[src/rtl/pacc_pkg.sv]
package pacc_pkg;

    // State held by one bit slice of the accumulator.
    typedef struct packed {
        logic sum;
        logic carry;
    } slice_state_t;

endpackage

[src/rtl/pacc_slice.sv]
module pacc_slice
    import pacc_pkg::*;
(
    input  logic clk_i,
    input  logic rst_i,
    input  logic word_bit_i,
    input  logic carry_in_i,
    output logic sum_o,
    output logic carry_o
);

    slice_state_t st_d, st_q;
    logic [1:0]   add_w;

    always_comb begin
        add_w = {1'b0, word_bit_i} + {1'b0, carry_in_i} + {1'b0, st_q.sum};
        st_d  = st_q;
        st_d.sum   = add_w[0];
        st_d.carry = add_w[1];
        if (rst_i) begin
            st_d = '0;
        end
    end

    always_ff @(posedge clk_i) begin
        st_q <= st_d;
    end

    assign sum_o   = st_q.sum;
    assign carry_o = st_q.carry;

endmodule

[src/rtl/pacc_align.sv]
module pacc_align #(
    parameter int unsigned DEPTH = 1
) (
    input  logic clk_i,
    input  logic rst_i,
    input  logic bit_i,
    output logic bit_o
);

    generate
        if (DEPTH == 0) begin : g_pass
            assign bit_o = bit_i;
        end else begin : g_chain
            logic [DEPTH-1:0] sh_d, sh_q;
            logic             rst_seen_q;

            always_comb begin
                sh_d = DEPTH'({sh_q, bit_i});
                if (rst_i) begin
                    sh_d = '0;
                end
            end

            always_ff @(posedge clk_i) begin
                sh_q       <= sh_d;
                rst_seen_q <= rst_i;
            end

            assign bit_o = sh_q[DEPTH-1];

            always_ff @(posedge clk_i) begin
                if (rst_seen_q) begin

                    align_rst_chk: assert (sh_q == '0)
                        else $error("alignment chain not cleared by reset");
                end
            end
        end
    endgenerate

endmodule

[src/rtl/pacc_top.sv]
module pacc_top
    import pacc_pkg::*;
#(
    parameter int unsigned W = 12
) (
    input  logic         clk_i,
    input  logic         rst_i,
    input  logic [W-1:0] fcw_i,
    output logic [W-1:0] phase_o
);

    localparam int unsigned RUN_W   = $clog2(W + 2);
    localparam int unsigned RUN_MAX = W + 1;

    logic [W-1:0] sum_w;
    logic [W-1:0] carry_w;

    genvar k;
    generate
        for (k = 0; k < W; k++) begin : g_bit
            logic cin_w;
            if (k == 0) begin : g_first
                assign cin_w = 1'b0;
            end else begin : g_rest
                assign cin_w = carry_w[k-1];
            end

            pacc_slice u_slice (
                .clk_i      (clk_i),
                .rst_i      (rst_i),
                .word_bit_i (fcw_i[k]),
                .carry_in_i (cin_w),
                .sum_o      (sum_w[k]),
                .carry_o    (carry_w[k])
            );

            pacc_align #(.DEPTH(W - 1 - k)) u_align (
                .clk_i (clk_i),
                .rst_i (rst_i),
                .bit_i (sum_w[k]),
                .bit_o (phase_o[k])
            );
        end
    endgenerate

    // ------------------------------------------------------------------
    // Checker state: length of the current run of identical words.
    // ------------------------------------------------------------------
    typedef struct packed {
        logic [W-1:0]     prev;
        logic [RUN_W-1:0] run;
    } mon_t;

    mon_t mon_d, mon_q;
    logic rst_seen_q;

    always_comb begin
        mon_d = mon_q;
        if (fcw_i == mon_q.prev) begin
            if (mon_q.run != RUN_W'(RUN_MAX)) begin
                mon_d.run = mon_q.run + 1'b1;
            end
        end else begin
            mon_d.run = RUN_W'(1);
        end
        mon_d.prev = fcw_i;
        if (rst_i) begin
            mon_d = '0;
        end
    end

    always_ff @(posedge clk_i) begin
        mon_q      <= mon_d;
        rst_seen_q <= rst_i;
    end

    always_ff @(posedge clk_i) begin
        if (rst_seen_q) begin

            phase_rst_chk: assert (phase_o == '0)
                else $error("phase not cleared after reset");

            carry_rst_chk: assert (carry_w == '0)
                else $error("carry registers not cleared after reset");
        end
    end


    steady_rate_chk: assert property (@(posedge clk_i) disable iff (rst_i)
        (mon_q.run >= RUN_W'(W)) |-> (phase_o == W'($past(phase_o) + mon_q.prev)))
        else $error("steady phase step differs from word");


    zero_hold_chk: assert property (@(posedge clk_i) disable iff (rst_i)
        ((mon_q.run >= RUN_W'(W)) && (mon_q.prev == '0)) |-> $stable(phase_o))
        else $error("phase moved under a zero word");

endmodule

[config.mk]
export PLATFORM = sky130hd
export DESIGN_NAME = pacc_top
export DESIGN_NICKNAME = d
export VERILOG_FILES = /design/src/rtl/pacc_pkg.sv /design/src/rtl/pacc_slice.sv /design/src/rtl/pacc_align.sv /design/src/rtl/pacc_top.sv
export SDC_FILE = /design/constraint.sdc
export NUM_CORES = 1
export LEC_CHECK = 0
export BUFFER_PORTS_ARGS = -buffer_cell sky130_fd_sc_hd__buf_2
export CORE_ASPECT_RATIO = 0.6
export CORE_MARGIN = 5
export CORE_UTILIZATION = 46
export DETAILED_ROUTE_END_ITERATION = 6
export RECOVER_POWER = 50
export SETUP_SLACK_MARGIN = 0.4
export SYNTH_ARGS = -nofsm -noshare
export SYNTH_HDL_FRONTEND = slang
export SYNTH_SLANG_ARGS = --single-unit
[constraint.sdc]
create_clock -name clk_i -period 2.55 [get_ports clk_i]
set_input_delay 0.51 -clock clk_i [delete_from_list [all_inputs] [get_ports clk_i]]
set_output_delay 0.51 -clock clk_i [all_outputs]
set_load 0.03 [all_outputs]
; ---- Word level (Yosys, flattened, before mapping)
; Index checks and enable logic that the tools add are counted.
[word_totals]
regBits = 89
input_bits = 14
[classes]
n_addsub = 23
[ops]
columns = operator, count
row1 = $add A1 B1 Y2, 11
row2 = $add A2 B1 Y2, 10
row3 = $add A1 B1 Y1, 2

; ---- Logic depth before layout (Yosys ltp)
[depth]
word_depth = 2
depth_mapped = 3
mapped_depth_nobuf = 2

; ---- Hierarchy
; A second synthesis with hierarchy kept.
[hier_totals]
hier_cells = 195
area_unflattened_um2 = 2672.6
[by_module_without_submodules]
columns = module, area_each_um2, seq_area_each_um2, n_inst, cells_each
row1 = pacc_slice, 72.6, 40.0, 12, 5
row2 = pacc_align (g_bit[0].u_align), 337.8, 220.2, 1, 23
row3 = pacc_align (g_bit[1].u_align), 262.8, 200.2, 1, 20
row4 = pacc_align (g_bit[2].u_align), 236.5, 180.2, 1, 18
row5 = pacc_align (g_bit[3].u_align), 210.2, 160.2, 1, 16
row6 = pacc_align (g_bit[4].u_align), 183.9, 140.1, 1, 14
row7 = pacc_align (g_bit[5].u_align), 157.7, 120.1, 1, 12
row8 = pacc_align (g_bit[6].u_align), 131.4, 100.1, 1, 10
row9 = pacc_align (g_bit[7].u_align), 105.1, 80.1, 1, 8
row10 = pacc_align (g_bit[8].u_align), 78.8, 60.1, 1, 6
row11 = pacc_align (g_bit[9].u_align), 52.6, 40.0, 1, 4
row12 = pacc_align (g_bit[10].u_align), 33.8, 20.0, 1, 2
row13 = pacc_align (g_bit[11].u_align), 7.5, 0.0, 1, 1
row14 = pacc_top, 3.8, 0.0, 1, 1

; ---- Worst setup path after synthesis
; OpenSTA, ideal clock, no wires.
[synth_path]
path_kind = input to register
start = input port fcw_i[10]
end = register g_bit[10].u_slice.st_q (netlist bit g_bit[10].u_slice.sum_o)
arrival_time_ns = 1.077
cell_stages = 2
path_slack_ns = 1.356
n_path_buf = 0
setup_ns = 0.118
required_ns = 2.432
path_cell_list = fa_1 > nor2b_1
[synth_between]
elab_chain_len = 2
[synth_lines]
columns = item, line_no
row1 = start: declaration, pacc_top.sv:8  ; input logic [W-1:0] fcw_i,
row2 = $add A1 B1 Y2, pacc_slice.sv:16  ; add_w = {1'b0, word_bit_i} + {1'b0, carry_in_i} + {1'b0, st_q.sum};
row3 = $add A2 B1 Y2, pacc_slice.sv:16
row4 = end signal: assignment, pacc_slice.sv:26  ; st_q <= st_d;
row5 = end: declaration, pacc_slice.sv:12  ; slice_state_t st_d, st_q;
; No other way between the ends.
; A chain may end at the register's enable or synchronous reset.

; ---- Final worst setup path
[layout_path]
start = input port rst_i
end = register g_bit[10].u_slice.st_q (netlist bit g_bit[10].u_slice.carry_o)
[layout_rtl]
columns = item, line_no
row1 = start: declaration, pacc_top.sv:7  ; input logic rst_i,
; No word-level cell between the ends.

==> results.md <==
* Ports at 26
* Die W at 109 um
* Number of global-route vias before repair at 1104
* Commonest cells in the netlist: dfxtp_1 (89), nor2b_1 (88), buf_4 (13), fa_1 (10), buf_2 (7)
* CTS tree: done
* Max Clk Rate at 578 MHz
* Routed Antenna Nets at 0
* Leakage at 1.27 nW
* FF+latch count, synth at 89
* Slew at the pin closest to its max-slew limit at 1600 ps
* Via density at 3.96
* Placer Congestion at 0.643
* Post-synth top area share at 65.6%
* Avg Inst Size Synth at 12.9 um2
* DRT Pass-1 Iters at 4
* Overflow after GRT at 0
* Share of layout cells above drive strength 1 at 17.4%
* Area leader, netlist: dfxtp_1
* Final WL at 2680 um
* HP Class: reg2reg
* Top-count cell post-synth: dfxtp_1
* # diodes at 0
* WL per Instance at 8.65 um
* Final Instance Area at 3020 um2
* Syn_nets at 236
* CTS hold repair buffers at 0
* CP startpoint kind: input port
* Kind of critical path: in2reg
* Number of DRC markers in iteration 0 at 34
* Failing checks: max-capacitance violations, max-slew violations
* Synthesized area at 2720 um2
* Initial antenna violation count at 0
* Initial core utilization at 48.1%
* CTS sink count at 89
* Die Ht at 69.5 um
* Final hold violations at 0
* Dpl hpwl at 1530 um
* Mapped Cells at 211
* RSZ-0062 raised after global routing: false
* Synth Warn # at 0
* Rows at 21
* Clock transition at path regs at 70 ps
* H-tree depth at 3
* Fin Setup TNS at 0 ps
* Critical Path Fanout Max at 89
* Seq/Total Area, Yosys at 65.6%
* Power Density at 886 nW/um2
* Number of distinct library cells after synthesis at 9
* Ys flop type: dfxtp_1
* CTS resizes at 0
* Floorplan core area at 5650 um2
* Outcome: complete, but fails checks
* Die Area at 7590 um2
* IO buf count at 25
* WHS at 435 ps
* Setup Skew at 4.33 ps
* Ranking of synthesized cells by area: dfxtp_1 (66%), nor2b_1 (20%), fa_1 (7.4%), buf_4 (3.6%), buf_2 (1.3%)
* Layout area overhead at 11.2%
* Clk buf depth at 2
* Slew HR at -6.40%
* Routed via count at 1229
* Fin crit share at 67.9%
* Crit. End Element: flop
* # Post-CTS Setup Buffers at 0
* Gr usage total at 8.59%
* Final core occ at 53.4%
* Endpoint arrival time on the critical path at 1890 ps
* Max-cap viol count at 1
* Post-layout nets at 252
* Number of remaining DRC errors at 0
* Post-Place Cell Area at 2820 um2
* Fill count at 497
* VDD IR max at 0.386 mV
* Total CTS buffers at 9
* CTS root buf: clkbuf_8
* Slew Limit Fails at 90
* Worst-Skew Late Latency at 340 ps
* Number of synthesized flops with an enable pin at 0
* Async set-reset flop share out of synthesis at 0%
* Critical Path RT at 2710 ps
* Global-route wire length before repair at 4770 um
* Largest net degree at the start of global routing at 90
* # setup viols final at 0
* Final period demand of the worst path at 1730 ps
cell type report:
cell class | instances | area (um2) | area share (%)
flip-flops and latches | 89 | 1780 | 59.0
repair buffers | 26 | 130 | 4.31
clock inverters | 3 | 65.1 | 2.16
well taps | 80 | 100 | 3.32
clock buffers | 11 | 151 | 5.02
multi-input cells | 101 | 790 | 26.2
path summary, 6_finish.rpt:
| kind | from | to | slack (ps) | cells after the start |
|---|---|---|---|---|
| setup / recovery | rst_i | g_bit[10].u_slice.carry_o$_SDFF_PP0_ | 820 | 3 |
| hold reg to reg | g_bit[0].u_align.g_chain.sh_q[3]$_SDFF_PP0_ | g_bit[0].u_align.g_chain.sh_q[4]$_SDFF_PP0_ | 430 | 1 |
| hold / removal | g_bit[0].u_align.g_chain.sh_q[3]$_SDFF_PP0_ | g_bit[0].u_align.g_chain.sh_q[4]$_SDFF_PP0_ | 430 | 1 |
| setup reg to reg | g_bit[4].u_slice.carry_o$_SDFF_PP0_ | g_bit[5].u_slice.sum_o$_SDFF_PP0_ | 1490 | 2 |
layout by cell type, fill, tap and decap left out, drive strengths merged:
cell and n:
xnor3 1, buf 25, bufinv 2, nor2 1, ha 1, clkbuf 12, clkinv 1, dfxtp 89
nor2b 88, fa 10
registers in the layout (all words and copies together), names as in the netlist:
signal and flops:
g_bit.u_slice.sum_o 12, g_bit.u_align.g_chain.sh_q 65, g_bit.u_slice.carry_o 11, g_bit.u_align.bit_o 1
stage by stage:
| step | total power, mW | setup WS (ps) | cells |
|---|---|---|---|
| 2_1_floorplan | 1.66 | 1360 | 211 |
| 3_3_place_gp | 1.69 | 1220 | 296 |
| 3_5_place_dp | 1.70 | 1200 | 296 |
| 4_1_cts | 2.72 | 1150 | 310 |
| 5_1_grt | 2.81 | 591 | 310 |
| 6_report | 2.68 | 820 | 310 |
cell families after synthesis:
family,count (synthesis),share of synthesized area (%)
XOR/XNOR,1,0.829
buffers and inverters,21,5.30
AND/OR/NAND/NOR,89,20.4
flip-flops,89,65.6
adder cells (fa/ha/maj),11,7.83
critical path, stage by stage:
cell and delay [ps]:
buf_2 70, clkbuf_2 1140, nor2b_1 130
where the power goes:
group          total, mW  internal, mW  switching (mW)
registers           1.50          1.47          0.0319
clock network       1.02         0.593           0.428
logic              0.152        0.0852          0.0670
total               2.68          2.15           0.527
routing by layer:
metal	GRT usage, %	vias to the layer above	share of wire, %
li1	-	651	-
met1	9.75	544	49
met2	11.2	30	40
met3	6.79	4	9.6
met4	4.98	0	1.8
met5	0	-	0
Note: power is estimated with default switching activity, not from simulation.
